[config.mk]
export PLATFORM = sky130hd
export DESIGN_NAME = frame_seq
export DESIGN_NICKNAME = d
export VERILOG_FILES = /design/src/rtl/frame_seq_pkg.sv /design/src/rtl/frame_ptrs.sv /design/src/rtl/frame_agen.sv /design/src/rtl/frame_ctrl.sv /design/src/rtl/frame_seq.sv
export SDC_FILE = /design/constraint.sdc
export NUM_CORES = 1
export LEC_CHECK = 0
export ABC_AREA = 1
export BUFFER_PORTS_ARGS = -buffer_cell sky130_fd_sc_hd__buf_4
export CAP_MARGIN = 40
export CORE_ASPECT_RATIO = 1.25
export CORE_MARGIN = 3
export CORE_UTILIZATION = 24
export CTS_CLUSTER_SIZE = 28
export DETAILED_ROUTE_END_ITERATION = 16
export GPL_TIMING_DRIVEN = 0
export PLACE_DENSITY = 0.47
export SYNTH_ARGS = -nofsm -noshare
export SYNTH_HDL_FRONTEND = slang
export SYNTH_HIERARCHICAL = 1
export SYNTH_SLANG_ARGS = --single-unit
[constraint.sdc]
create_clock -name clk -period 4.5 [get_ports clk]
set_input_delay 0.45 -clock clk [delete_from_list [all_inputs] [get_ports clk]]
set_output_delay 0.45 -clock clk [all_outputs]
set_load 0.02 [all_outputs]
[src/rtl/frame_seq_pkg.sv]
`timescale 1ns/1ps
package frame_seq_pkg;

  typedef enum logic [2:0] {
    OP_CALL_ABS = 3'd0,
    OP_CALL_REG = 3'd1,
    OP_RET      = 3'd2,
    OP_PUSH     = 3'd3,
    OP_POP      = 3'd4
  } fs_op_e;

  typedef enum logic [2:0] {
    ST_IDLE,
    ST_CALL_RA,
    ST_CALL_LINK,
    ST_RET_FP,
    ST_RET_PC,
    ST_PUSH,
    ST_POP
  } fs_state_e;

  // Pointer update requested by the controller for the current cycle
  typedef enum logic [2:0] {
    PU_NONE,
    PU_SP_DN_SLOT,   // sp -= two words
    PU_SP_DN_LINK,   // sp -= one word, fp follows sp
    PU_SP_FROM_FP,   // sp := fp
    PU_FP_RESTORE,   // fp := loaded word, sp += one word
    PU_SP_UP_SLOT,   // sp += two words
    PU_SP_DN_WORD,   // sp -= one word
    PU_SP_UP_WORD    // sp += one word
  } fs_ptr_upd_e;

endpackage

[src/rtl/frame_ptrs.sv]
`timescale 1ns/1ps
module frame_ptrs
  import frame_seq_pkg::*;
#(
  parameter int          DW        = 32,
  parameter logic [31:0] STACK_TOP = 32'h0000_0400
) (
  input  logic          clk,
  input  logic          rst_n,
  input  fs_ptr_upd_e   upd,
  input  logic [DW-1:0] ld_data,
  output logic [DW-1:0] fp,
  output logic [DW-1:0] sp
);

  localparam logic [DW-1:0] WORD_OFS = DW'(DW / 8);
  localparam logic [DW-1:0] SLOT_OFS = DW'(2 * (DW / 8));
  localparam logic [DW-1:0] TOP      = DW'(STACK_TOP);

  always_ff @(posedge clk or negedge rst_n) begin
    if (!rst_n) begin
      fp <= TOP;
      sp <= TOP;
    end else begin
      case (upd)
        PU_SP_DN_SLOT: sp <= sp - SLOT_OFS;
        PU_SP_DN_LINK: begin
          sp <= sp - WORD_OFS;
          fp <= sp - WORD_OFS;
        end
        PU_SP_FROM_FP: sp <= fp;
        PU_FP_RESTORE: begin
          fp <= ld_data;
          sp <= sp + WORD_OFS;
        end
        PU_SP_UP_SLOT: sp <= sp + SLOT_OFS;
        PU_SP_DN_WORD: sp <= sp - WORD_OFS;
        PU_SP_UP_WORD: sp <= sp + WORD_OFS;
        default: ;
      endcase
    end
  end

  // linking a frame leaves both pointers on the same word
  p_frame_link_r2: assert property (@(posedge clk) disable iff (!rst_n)
    (upd == PU_SP_DN_LINK) |=> (fp == sp));

  // the saved frame pointer becomes current after the first return read
  p_fp_restore_r5: assert property (@(posedge clk) disable iff (!rst_n)
    (upd == PU_FP_RESTORE) |=> (fp == $past(ld_data)));

  // rewinding copies the frame pointer into the stack pointer
  p_rewind_r5: assert property (@(posedge clk) disable iff (!rst_n)
    (upd == PU_SP_FROM_FP) |=> (sp == $past(fp)));

endmodule

[src/rtl/frame_agen.sv]
`timescale 1ns/1ps
module frame_agen
  import frame_seq_pkg::*;
#(
  parameter int DW = 32
) (
  input  fs_state_e     state,
  input  logic [DW-1:0] sp,
  input  logic [DW-1:0] fp,
  input  logic [DW-1:0] ret_addr,
  input  logic [DW-1:0] push_val,
  output logic          req,
  output logic          we,
  output logic [DW-1:0] addr,
  output logic [DW-1:0] wdata
);

  localparam logic [DW-1:0] WORD_OFS = DW'(DW / 8);
  localparam logic [DW-1:0] SLOT_OFS = DW'(2 * (DW / 8));

  always_comb begin
    req   = (state != ST_IDLE);
    we    = 1'b0;
    addr  = sp;
    wdata = '0;
    case (state)
      ST_CALL_RA: begin
        we    = 1'b1;
        addr  = sp - SLOT_OFS;
        wdata = ret_addr;
      end
      ST_CALL_LINK: begin
        we    = 1'b1;
        addr  = sp - WORD_OFS;
        wdata = fp;
      end
      ST_PUSH: begin
        we    = 1'b1;
        addr  = sp - WORD_OFS;
        wdata = push_val;
      end
      default: ;
    endcase
  end

endmodule

[src/rtl/frame_ctrl.sv]
`timescale 1ns/1ps
module frame_ctrl
  import frame_seq_pkg::*;
#(
  parameter int DW         = 32,
  parameter int ABS_CALL_B = 6,
  parameter int REG_CALL_B = 2
) (
  input  logic          clk,
  input  logic          rst_n,
  input  logic          cmd_valid,
  input  logic [2:0]    cmd_op,
  input  logic [DW-1:0] cmd_pc,
  input  logic [DW-1:0] cmd_target,
  input  logic [DW-1:0] cmd_data,
  input  logic          mem_rdy,
  input  logic [DW-1:0] mem_rdata,
  output logic          cmd_ready,
  output fs_state_e     state,
  output logic [DW-1:0] ret_addr,
  output logic [DW-1:0] push_val,
  output fs_ptr_upd_e   ptr_upd,
  output logic          done,
  output logic          redir,
  output logic [DW-1:0] redir_pc,
  output logic [DW-1:0] pop_data
);

  fs_state_e     nxt;
  fs_op_e        op;
  logic          accept;
  logic          xfer;
  logic          last_xfer;
  logic [DW-1:0] tgt_q;

  assign op        = fs_op_e'(cmd_op);
  assign cmd_ready = (state == ST_IDLE);
  assign accept    = cmd_valid && cmd_ready;
  assign xfer      = (state != ST_IDLE) && mem_rdy;
  assign last_xfer = xfer && (state inside {ST_CALL_LINK, ST_RET_PC, ST_PUSH, ST_POP});

  always_comb begin
    nxt     = state;
    ptr_upd = PU_NONE;
    case (state)
      ST_IDLE: if (accept) begin
        case (op)
          OP_CALL_ABS, OP_CALL_REG: nxt = ST_CALL_RA;
          OP_RET: begin
            nxt     = ST_RET_FP;
            ptr_upd = PU_SP_FROM_FP;
          end
          OP_PUSH: nxt = ST_PUSH;
          OP_POP:  nxt = ST_POP;
          default: nxt = ST_IDLE;
        endcase
      end
      ST_CALL_RA:   if (xfer) begin nxt = ST_CALL_LINK; ptr_upd = PU_SP_DN_SLOT; end
      ST_CALL_LINK: if (xfer) begin nxt = ST_IDLE;      ptr_upd = PU_SP_DN_LINK; end
      ST_RET_FP:    if (xfer) begin nxt = ST_RET_PC;    ptr_upd = PU_FP_RESTORE; end
      ST_RET_PC:    if (xfer) begin nxt = ST_IDLE;      ptr_upd = PU_SP_UP_SLOT; end
      ST_PUSH:      if (xfer) begin nxt = ST_IDLE;      ptr_upd = PU_SP_DN_WORD; end
      ST_POP:       if (xfer) begin nxt = ST_IDLE;      ptr_upd = PU_SP_UP_WORD; end
      default: nxt = ST_IDLE;
    endcase
  end

  always_ff @(posedge clk or negedge rst_n) begin
    if (!rst_n) begin
      state    <= ST_IDLE;
      ret_addr <= '0;
      push_val <= '0;
      tgt_q    <= '0;
      done     <= 1'b0;
      redir    <= 1'b0;
      redir_pc <= '0;
      pop_data <= '0;
    end else begin
      state <= nxt;
      done  <= last_xfer;
      redir <= xfer && (state inside {ST_CALL_LINK, ST_RET_PC});
      if (accept) begin
        ret_addr <= cmd_pc + DW'((op == OP_CALL_ABS) ? ABS_CALL_B : REG_CALL_B);
        tgt_q    <= cmd_target;
        push_val <= cmd_data;
      end
      if (xfer && state == ST_CALL_LINK) redir_pc <= tgt_q;
      if (xfer && state == ST_RET_PC)    redir_pc <= mem_rdata;
      if (xfer && state == ST_POP)       pop_data <= mem_rdata;
    end
  end

  // completion is a single-cycle pulse
  p_done_pulse_r10: assert property (@(posedge clk) disable iff (!rst_n)
    done |=> !done);

  // a redirect never appears without completion
  p_redir_with_done_r4: assert property (@(posedge clk) disable iff (!rst_n)
    redir |-> done);

  // push and pop finish without redirecting
  p_stack_noredir_r10: assert property (@(posedge clk) disable iff (!rst_n)
    (xfer && (state inside {ST_PUSH, ST_POP})) |=> (done && !redir));

  // an accepted command leaves the channel closed on the next cycle
  p_busy_after_accept_r9: assert property (@(posedge clk) disable iff (!rst_n)
    (accept && op inside {OP_CALL_ABS, OP_CALL_REG, OP_RET, OP_PUSH, OP_POP})
      |=> !cmd_ready);

endmodule

[src/rtl/frame_seq.sv]
`timescale 1ns/1ps
module frame_seq
  import frame_seq_pkg::*;
#(
  parameter int          DW         = 32,
  parameter logic [31:0] STACK_TOP  = 32'h0000_0400,
  parameter int          ABS_CALL_B = 6,
  parameter int          REG_CALL_B = 2
) (
  input  logic          clk,
  input  logic          rst_n,
  input  logic          cmd_valid,
  output logic          cmd_ready,
  input  logic [2:0]    cmd_op,
  input  logic [DW-1:0] cmd_pc,
  input  logic [DW-1:0] cmd_target,
  input  logic [DW-1:0] cmd_data,
  output logic          mem_req,
  output logic          mem_we,
  output logic [DW-1:0] mem_addr,
  output logic [DW-1:0] mem_wdata,
  input  logic [DW-1:0] mem_rdata,
  input  logic          mem_rdy,
  output logic          redir_valid,
  output logic [DW-1:0] redir_pc,
  output logic [DW-1:0] pop_data,
  output logic          done,
  output logic [DW-1:0] frame_ptr,
  output logic [DW-1:0] stack_ptr
);

  fs_state_e     state;
  fs_ptr_upd_e   ptr_upd;
  logic [DW-1:0] ret_addr;
  logic [DW-1:0] push_val;

  frame_ctrl #(
    .DW(DW), .ABS_CALL_B(ABS_CALL_B), .REG_CALL_B(REG_CALL_B)
  ) u_ctrl (
    .clk        (clk),
    .rst_n      (rst_n),
    .cmd_valid  (cmd_valid),
    .cmd_op     (cmd_op),
    .cmd_pc     (cmd_pc),
    .cmd_target (cmd_target),
    .cmd_data   (cmd_data),
    .mem_rdy    (mem_rdy),
    .mem_rdata  (mem_rdata),
    .cmd_ready  (cmd_ready),
    .state      (state),
    .ret_addr   (ret_addr),
    .push_val   (push_val),
    .ptr_upd    (ptr_upd),
    .done       (done),
    .redir      (redir_valid),
    .redir_pc   (redir_pc),
    .pop_data   (pop_data)
  );

  frame_ptrs #(.DW(DW), .STACK_TOP(STACK_TOP)) u_ptrs (
    .clk     (clk),
    .rst_n   (rst_n),
    .upd     (ptr_upd),
    .ld_data (mem_rdata),
    .fp      (frame_ptr),
    .sp      (stack_ptr)
  );

  frame_agen #(.DW(DW)) u_agen (
    .state    (state),
    .sp       (stack_ptr),
    .fp       (frame_ptr),
    .ret_addr (ret_addr),
    .push_val (push_val),
    .req      (mem_req),
    .we       (mem_we),
    .addr     (mem_addr),
    .wdata    (mem_wdata)
  );

  // a stalled request holds every field into the next cycle
  p_req_hold_r8: assert property (@(posedge clk) disable iff (!rst_n)
    (mem_req && !mem_rdy) |=>
      (mem_req && $stable(mem_addr) && $stable(mem_we) && $stable(mem_wdata)));

  // no memory traffic while the command channel is open
  p_idle_quiet_r9: assert property (@(posedge clk) disable iff (!rst_n)
    cmd_ready |-> !mem_req);

  // pointers stay word aligned under the aligned-top assumption
  p_aligned_r2: assert property (@(posedge clk) disable iff (!rst_n)
    (stack_ptr[1:0] == 2'b00) && (frame_ptr[1:0] == 2'b00));

endmodule

Word level (Yosys, flattened, before mapping)
Cells that the tools add are included.
{"block": "word_totals", "ff_bits": 229, "input_bits": 135, "word_cells": 81, "output_inout_bits": 197}
{"block": "classes", "n_mux": 23, "n_reduce_logical": 22, "n_eq_ne": 21, "add_sub_neg": 5}
{"op": "case mux 32 bit (5 select lines)", "n": 1}
{"op": "case mux 32 bit (2 select lines)", "n": 2}
{"op": "case mux 32 bit (3 select lines)", "n": 1}
{"op": "two-way mux 32 bit", "n": 2}
{"op": "adder 32 x 3 -> 32 bit, second input constant", "n": 1}
{"op": "adder 32 bit", "n": 1}
{"op": "adder 32 x 4 -> 32 bit, second input constant", "n": 1}
{"op": "subtractor 32 x 3 -> 32 bit, second input constant", "n": 1}
{"op": "subtractor 32 x 4 -> 32 bit, second input constant", "n": 1}
{"op": "two-way mux 3 bit", "n": 10}
{"op": "equality test 3 bit, second input constant", "n": 8}
{"op": "case mux 3 bit (4 select lines)", "n": 2}
{"op": "case mux 3 bit (7 select lines)", "n": 1}
{"op": "equality test 3 x 2 -> 1 bit, second input constant", "n": 6}
{"op": "equality test 3 x 1 -> 1 bit, second input constant", "n": 3}
{"op": "OR reduction 2 bit", "n": 4}
{"op": "logical AND 1 bit", "n": 7}
{"op": "zero test 3 bit", "n": 2}
{"op": "nonzero test 2 bit", "n": 3}
{"op": "nonzero test 5 bit", "n": 1}
{"op": "two-way mux 2 bit", "n": 2}
{"op": "inequality test 2 x 1 -> 1 bit, second input constant", "n": 2}
{"op": "inequality test 2 bit, second input constant", "n": 2}
{"op": "AND reduction 4 bit", "n": 1}
{"op": "other kinds (5)", "n": 6}

Depth between registers and ports, before layout
Gate-level depths: netlist of run 1.
{"block": "logic_depth", "word_depth": 7, "ltp_mapped": 25, "ltp_nobuf": 24}

Hierarchy
The synthesis of run 1 kept the hierarchy.
{"module": "frame_ctrl", "cells_each": 878, "area_per_inst_um2": 7417.1, "instances": 1}
{"module": "frame_ptrs", "cells_each": 1233, "area_per_inst_um2": 7116.8, "instances": 1}
{"module": "frame_agen", "cells_each": 458, "area_per_inst_um2": 2140.8, "instances": 1}

Worst setup path after synthesis of run 1
OpenSTA, ideal clock, no wires.
{"block": "synth_timing", "kind": "reg2reg", "from": "reg u_ctrl.state[0]", "to": "reg u_ptrs.sp[20]", "setup_slack_ns": 0.936, "synth_period_minus_slack_ns": 3.564, "required_time_ns": 4.382, "n_path_buf": 1, "arrival_time_ns": 3.445, "stages_incl_launch_ff": 22, "setup_ns": 0.118, "path_cell_list": "dfrtp_1 -> nor2_2 -> nand2_1 -> inv_2 -> nand2_2 -> inv_2 -> buf_4 -> nand4_1 -> nand4_1 -> inv_1 -> nor2_1 -> nand2_1 -> ha_1 -> nand2_1 -> nor2_1 -> nand3_1 -> nand3_1 -> nand2_1 -> a21boi_0 -> nor2_1 -> nor2_1 -> nor2_1"}
{"block": "synth_between", "elab_chain_cells": 7}
{"item": "start: declaration", "line_no": "frame_ctrl.sv:19", "source": "output fs_state_e state,"}
{"item": "start signal: assignment", "line_no": "frame_ctrl.sv:79", "source": "state <= nxt;"}
{"item": "zero test 3 bit (*)", "line_no": "frame_ctrl.sv:37", "source": "assign cmd_ready = (state == ST_IDLE);"}
{"item": "named net cmd_ready", "line_no": "frame_seq.sv:13", "source": "output logic cmd_ready,"}
{"item": "logical AND 1 bit", "line_no": "frame_ctrl.sv:38", "source": "assign accept = cmd_valid && cmd_ready;"}
{"item": "two-way mux 3 bit", "line_no": "frame_ctrl.sv:46", "source": "ST_IDLE: if (accept) begin"}
{"item": "case mux 3 bit (7 select lines) (*)", "line_no": "frame_ctrl.sv:45", "source": "case (state)"}
{"item": "named net ptr_upd[0]", "line_no": "frame_seq.sv:33", "source": "fs_ptr_upd_e ptr_upd;"}
{"item": "equality test 3 bit / equality test 3 x 2 -> 1 bit (equally long branches)", "line_no": "frame_ptrs.sv:25", "source": "case (upd)"}
{"item": "OR reduction 2 bit (no source line)"}
{"item": "case mux 32 bit (5 select lines) / nonzero test 5 bit (equally long branches)"}
{"item": "end signal: assignment", "line_no": "frame_ptrs.sv:26", "source": "PU_SP_DN_SLOT: sp <= sp - SLOT_OFS;"}
{"item": "end signal: assignment", "line_no": "frame_ptrs.sv:28", "source": "sp <= sp - WORD_OFS;"}
{"item": "end signal: assignment", "line_no": "frame_ptrs.sv:31", "source": "PU_SP_FROM_FP: sp <= fp;"}
{"item": "end: declaration", "line_no": "frame_ptrs.sv:13", "source": "output logic [DW-1:0] sp"}
Mark *: on every way through the listed nets, which the timed path passes. The rest lies on a longest branch.
A chain may end at the register's enable or synchronous reset.

Worst setup path after layout of run 1
{"block": "layout_timing", "from": "reg u_ctrl.state[0]", "to": "reg u_ptrs.sp[15]"}
{"block": "layout_between", "elab_chain_cells": 7}
{"item": "nonzero test 3 bit / zero test 3 bit (equally long branches)", "line_no": "frame_ctrl.sv:39, frame_ctrl.sv:37, frame_ctrl.sv:45"}
{"item": "logical AND 1 bit (on tied branches)", "line_no": "frame_ctrl.sv:39, frame_ctrl.sv:38"}
{"item": "two-way mux 3 bit (tied with other cells)", "line_no": "frame_ctrl.sv:63", "source": "ST_POP: if (xfer) begin nxt = ST_IDLE; ptr_upd = PU_SP_UP_WORD; end"}
{"item": "case mux 3 bit (7 select lines) (*)", "line_no": "frame_ctrl.sv:45"}
{"item": "named net ptr_upd[0]", "line_no": "frame_seq.sv:33"}
{"item": "equality test 3 bit / equality test 3 x 2 -> 1 bit (equally long branches)", "line_no": "frame_ptrs.sv:25"}
{"item": "OR reduction 2 bit (no source line)"}
{"item": "case mux 32 bit (5 select lines) / nonzero test 5 bit (equally long branches)"}
Marked as above.

==> flow_summary.toml, run 1 <==
[status]
outcome = "completed"

[synthesis]
synth_top_area_cell = "dfrtp_1"
ys.warnings.count = 6
ys_ff_latch = 229
synth_area_um2 = 16670
synthFlopType = "dfrtp_1"
avgSynthCellArea_um2 = 6.491
synth_area_leaders = "dfrtp_1 (34%), nand2_1 (23%), nor2_1 (6.1%), inv_1 (5.5%), nand3_1 (5.1%)"
ys_seq_area_share_pct = 34.38
synthesis.instances = 2569
synth_edf_count = 0
synth_top_area_share_pct = 34.07
ys_types = 52
synth_nets = 2739
async_reset_ff_share_pct = 100.0

[clock_tree]
htreeDepth = 1
clkTransAtPathRegs_ns = 0.07
cts_setup_buffers = 0
cts_tree = "done"
root_buffer = "clkbuf_16"
cts_sinks = 229
clk_latency_ns = 0.57
cts_buffers = 24
clk_path_buf_depth = 3

[cells_and_area]
fin_nets = 3101
drive_gt1_share_pct = 18.32
fin_area_um2 = 21310
fin_util_pct = 31.09
area_growth_pct = 27.82

[detailed_routing]
vias = 18250
wl_per_cell_um = 20.47
drcViolationCount = 0
drt.antenna.violating_nets = 0
dr.pass1.iters = 6
first_iter_violations = 1380
wirelength_um = 79330
routed_via_density = 4.711

[setup_path]
critical_path_required_ns = 4.98
arrival_ns = 4.66
startpoint_type = "flip-flop"
rrSetupSlack_ns = 0.32
path_common_cell = "nand2_1"
worst_setup_path_end_kind = "flip-flop"
path_cells = "nor2_2, nand2_1, inv_2, nand2_2, inv_2, buf_4, nand4_1, nand4_1, inv_1, nor2_4, nand2_4, buf_8, ha_1, nand2_1, nor2_1, inv_1, nor3_2, nand2_1, nand2_1, xor2_1, nand2_1, nand2_1, nand2_1, nand2_1"
cp_slowest_stage_delay_ns = 0.52
critical_path_class = "reg2reg"
crit_path_max_fanout = 21
crit_slowest_cell = "dfrtp_1"

[global_route]
grt_max_degree = 100
antenna_found_initial = 1
overflow = 0
grt_pass1_vias = 17820
grt_pass1_wl_um = 116900
grt_use_total_pct = 21.21

[power_and_ir_drop]
power.leakage_nw = 10.78
power_density_nw_per_um2 = 749.8
ir_drop_v = 0.0002959

[floorplan]
pin_count = 332
die_h_um = 300.7
die_w_um = 241.8
dieArea_um2 = 72700
start_util_pct = 24.33
rows = 107
core_um2 = 68550

[timing]
finalMaxSlewViolations = 0
setup_viol = 0
fmax_mhz = 239.4
fin_worst_skew_ns = 0.03766
slew_headroom_pct = 40.36
worstMarginPinSlew_ns = 0.8945
layout_setup_ws_ns = 0.3229
setup_tns_ns = 0
finalHoldViolCount = 0
period_share_pct = 92.82
rsz0062_at_grt = "no"
min_period_ns = 4.177

[placed_design]
dp_slack_ns = -0.1285
postPlaceCellArea_um2 = 20420
hpwl_um = 64160
place.gp.congestion = 0.9424
port_buffers = 331

[worst_hold_path]
min_path_type = "in2reg"

[run]
max-cap-violations = 0
## synth_stat cells, types with 2 or more instances
library cell,instances
ha_1,33
buf_6,9
a31oi_1,4
a21oi_1,61
nand4_1,27
nor3_2,3
clkinv_1,2
nor2_2,17
o2bb2ai_1,2
buf_4,10
a211oi_1,2
o22ai_1,6
xnor2_1,5
o21ai_0,94
o221ai_1,8
nand3b_1,16
a21boi_0,2
nand3_1,171
o21bai_1,5
mux2_2,6
o211ai_1,21
nand2_4,4
dfstp_2,2
nand3_2,3
nand2_1,1013
dfrtp_1,227
o21ai_2,3
xor2_1,36
a22oi_1,3
inv_2,17
a21oi_2,2
fa_1,2
nor3_1,10
nor2_4,18
clkbuf_1,28
mux2_1,23
inv_1,243
o21ai_1,81
and2_1,4
buf_2,43
nand2_2,20
nor2_8,2
nor2_1,272
## metrics by stage
step	cells	hold WS (ns)	power, mW
after global placement	3826	0.4622	13.71
after global routing	3875	0.07125	17.16
final	3875	0.07354	15.98
after CTS	3874	0.03982	16.06
after detailed placement	3830	0.3528	13.76
after floorplan	2569	0.1544	9.582
## flip-flops by register name, indices dropped and copies added, names as in the netlist
name             cells
u_ctrl/done          1
u_ctrl/pop_data     32
u_ctrl/push_val     32
u_ctrl/redir         1
u_ctrl/redir_pc     32
u_ctrl/ret_addr     32
u_ctrl/state         3
u_ctrl/tgt_q        32
u_ptrs/fp           32
u_ptrs/sp           32
## layer usage
metal  vias to the layer above  global-route usage, %  wire, um
met5                         -                      0         0
met1                      8711                  25.88     32450
met3                        81                  2.476      4177
met2                       579                  39.33     40560
met4                         0                  5.770      2146
li1                       8883                      -         -
## cell families (layout without fill, tap and decap cells)
| logic type | after synthesis | after routing | synth area share, % |
|---|---|---|---|
| fa+ha+maj | 35 | 35 | 2.716 |
| xor+xnor | 41 | 41 | 2.153 |
| mux | 29 | 29 | 1.958 |
| compound gates | 298 | 298 | 9.957 |
| flops | 229 | 229 | 34.38 |
| simple gates | 1583 | 1583 | 39.90 |
| other cells | 0 | 1 | 0 |
| buf+inv | 354 | 733 | 8.929 |
## what timing repair did
action | 4_1_cts | 5_1_grt
resized for setup | 2 | 2
hold endpoints to repair | 33 | 0
setup endpoints to repair | 18 | 9
hold buffers | 1 | 0
## power breakdown
group	switching [mW]	internal [mW]
combinational	6.11	3.25
sequential	1.37	3.03
clock	0.913	1.30
## area by class of cell
cell class / count / area (um^2)
Clock inverter: 11 / 182.7
Multi-Input combinational cell: 1986 / 9468
Antenna cell: 1 / 2.502
Timing Repair Buffer: 336 / 2600
Clock buffer: 32 / 680.7
Buffer: 91 / 500.5
Tap cell: 926 / 1159
Inverter: 263 / 988.4
Fill cell: 7778 / 47230
Sequential cell: 229 / 5733
## placed cells by master, fill, tap and decap left out, drive strengths merged, types with 4 or more instances in the layout
master / synthesis / routed
a21oi: 63 / 63
a22oi: 4 / 4
a31oi: 4 / 4
and2: 4 / 4
buf: 63 / 398
bufinv: 0 / 4
clkbuf: 28 / 60
clkinv: 3 / 9
dfrtp: 227 / 227
ha: 33 / 33
inv: 260 / 260
mux2: 29 / 29
nand2: 1037 / 1037
nand3: 175 / 175
nand3b: 16 / 16
nand4: 27 / 27
nor2: 309 / 309
nor3: 13 / 13
o211ai: 21 / 21
o21ai: 178 / 178
o21bai: 5 / 5
o221ai: 8 / 8
o22ai: 6 / 6
xnor2: 5 / 5
xor2: 36 / 36
## path summary, 6_finish.rpt
kind	startpoint	end	cells after the start
worst max-delay path	u_ctrl/state[0]	u_ptrs/sp[15]	24
worst min-delay path	cmd_data[18]	u_ctrl/push_val[18]	3
worst min register to register	u_ctrl/ret_addr[27]	u_ctrl/ret_addr[27]	2
min in group asynchronous	rst_n	u_ctrl/pop_data[19]	2
worst max register to register	u_ctrl/state[0]	u_ptrs/sp[15]	24
max in group asynchronous	rst_n	u_ctrl/ret_addr[30]	3
## worst max-delay path: cells and delay by family, from the launching register on
family	cells	cell delay, ns
adders and majority gates	1	0.40
and+or+nand+nor	16	2.10
buffers and inverters	6	0.84
xor gates and xnor gates	1	0.19
DFF	1	0.52
No activity file was read; power rests on OpenSTA's default activity.
==> inputs of run 2 (changes only) <==
==> constraint.sdc (replaced) <==
create_clock -name clk -period 4.6 [get_ports clk]
set_input_delay 0.92 -clock clk [delete_from_list [all_inputs] [get_ports clk]]
set_output_delay 0.92 -clock clk [all_outputs]
set_load 0.02 [all_outputs]
==> flow_summary.toml, run 2 (synthesis gave the netlist of run 1 again) <==
[cells_and_area]
fin_area_um2 = 21300
num-fill-cells = 7779
layout_common_cells = "nand2_1 (1012), buf_4 (340), nor2_1 (271), inv_1 (243), dfrtp_1 (227)"
fin_nets = 3100
layout_commonest_cell = "nand2_1"
fin_util_pct = 31.07
area_growth_pct = 27.73
drive_gt1_share_pct = 18.32
fin_cells = 3874

[timing]
finalMaxSlewViolations = 0
slew_headroom_pct = 40.15
min_period_ns = 4.317
layout_setup_ws_ns = 0.2826
fin_hold_ws_ns = 0.2171
rsz0062_at_grt = "no"
finalHoldViolCount = 0
setup_tns_ns = 0
fin_worst_skew_ns = 0.03615
setup_viol = 0
fmax_mhz = 231.6
worstMarginPinSlew_ns = 0.8978
period_share_pct = 93.86

[clock_tree]
cts_sinks = 229
clkTransAtPathRegs_ns = 0.07
clk_path_buf_depth = 3
cts_buffers = 24
ctsHoldBuffers = 0
cts_tree = "done"
htreeDepth = 1
clk_latency_ns = 0.57
root_buffer = "clkbuf_16"

[setup_path]
r2r_cells = 24
critical_path_required_ns = 5.08
r2r-end = "u_ptrs/sp[15]"
rrSetupSlack_ns = 0.28
critical_path_class = "reg2reg"
worst_setup_path_end_kind = "flip-flop"
crit_path_max_fanout = 21
startpoint_type = "flip-flop"
arrival_ns = 4.80
r2r-start = "u_ctrl/state[0]"

[global_route]
overflow = 0
grt_max_degree = 100
grt_pass1_vias = 17810
grt_use_total_pct = 21.20
grt_pass1_wl_um = 116900
antenna_found_initial = 1

[floorplan]
core_um2 = 68550
die_w_um = 241.8
dieArea_um2 = 72700
rows = 107
die_h_um = 300.7
pin_count = 332
start_util_pct = 24.33

[detailed_routing]
routed_via_density = 4.714
dr.pass1.iters = 6
drcViolationCount = 0
wirelength_um = 79290
first_iter_violations = 1436
drt.antenna.violating_nets = 0
wl_per_cell_um = 20.47
vias = 18260

[power_and_ir_drop]
power_density_nw_per_um2 = 733.5
ir_drop_v = 0.0002891
power_mw = 15.62
power.leakage_nw = 10.78

[placed_design]
port_buffers = 331
hpwl_um = 64160
place.gp.congestion = 0.9424
dp_slack_ns = -0.3096
placed_cells = 3830
postPlaceCellArea_um2 = 20420

[run]
max-cap-violations = 0

[status]
outcome = "completed"

[worst_hold_path]
min_path_type = "in2async"
-- run 2: cell types whose count changed in the layout (fill, tap and decap cells not counted), sizes merged --
cell | before | now
dlygate4sd3 | 1 | 0
-- run 2: final cells by class --
cell class	instances	area, um^2	area share (%)
plain buffers	91	500.5	2.350
repair buffers	335	2590	12.16
multi-input cells	1986	9463	44.43
flip-flops and latches	229	5733	26.92
inverters	263	988.4	4.641
clock buffers	32	680.7	3.196
clock inverters	11	182.7	0.8577
diodes	1	2.502	0.01175
well taps	926	1159	5.440
-- run 2: where the power goes --
| part | internal (mW) | leakage, nW | switching, mW | total, mW |
|---|---|---|---|---|
| logic | 3.18 | 7.52 | 5.97 | 9.15 |
| clock network | 1.27 | 0.423 | 0.895 | 2.17 |
| registers | 2.97 | 2.83 | 1.34 | 4.30 |
| total | 7.42 | 10.8 | 8.21 | 15.6 |
-- run 2: worst max-delay path by stage --
stage	start	to	cells past startpoint
6_report	u_ctrl/state[0]	u_ptrs/sp[15]	24
5_1_grt	u_ctrl/state[0]	u_ptrs/sp[15]	24
4_1_cts	u_ctrl/state[0]	u_ptrs/sp[15]	24
3_5_place_dp	mem_rdy	u_ptrs/sp[26]	20
3_3_place_gp	mem_rdy	u_ptrs/sp[26]	19
2_1_floorplan	mem_rdy	u_ptrs/sp[19]	22
-- run 2: worst max-delay path, cell delays in order (launching register included) --
cell,delay [ns]
dfrtp_1,0.52
nor2_2,0.19
nand2_1,0.11
inv_2,0.10
nand2_2,0.11
inv_2,0.08
buf_4,0.19
nand4_1,0.15
nand4_1,0.23
inv_1,0.12
nor2_2,0.27
nand2_4,0.20
buf_8,0.22
ha_1,0.40
nand2_1,0.12
nor2_1,0.23
inv_1,0.13
nor3_2,0.17
nand2_1,0.07
nand2_1,0.15
xor2_1,0.19
nand2_1,0.08
nand2_1,0.08
nand2_1,0.04
nand2_1,0.05
-- run 2: repair_timing --
| item | CTS | global route |
|---|---|---|
| endpoints found under the setup margin | 5 | 13 |
| setup buffers | 0 | 0 |
| gates resized for setup | 1 | 2 |
-- run 2: routing by layer --
metal | vias to the layer above | global-route usage [%] | part of all wire (%)
met1 | 8689 | 25.88 | 41
met5 | - | 0 | 0
li1 | 8875 | - | -
met4 | 0 | 5.770 | 2.7
met2 | 618 | 39.32 | 51
met3 | 79 | 2.476 | 5.7
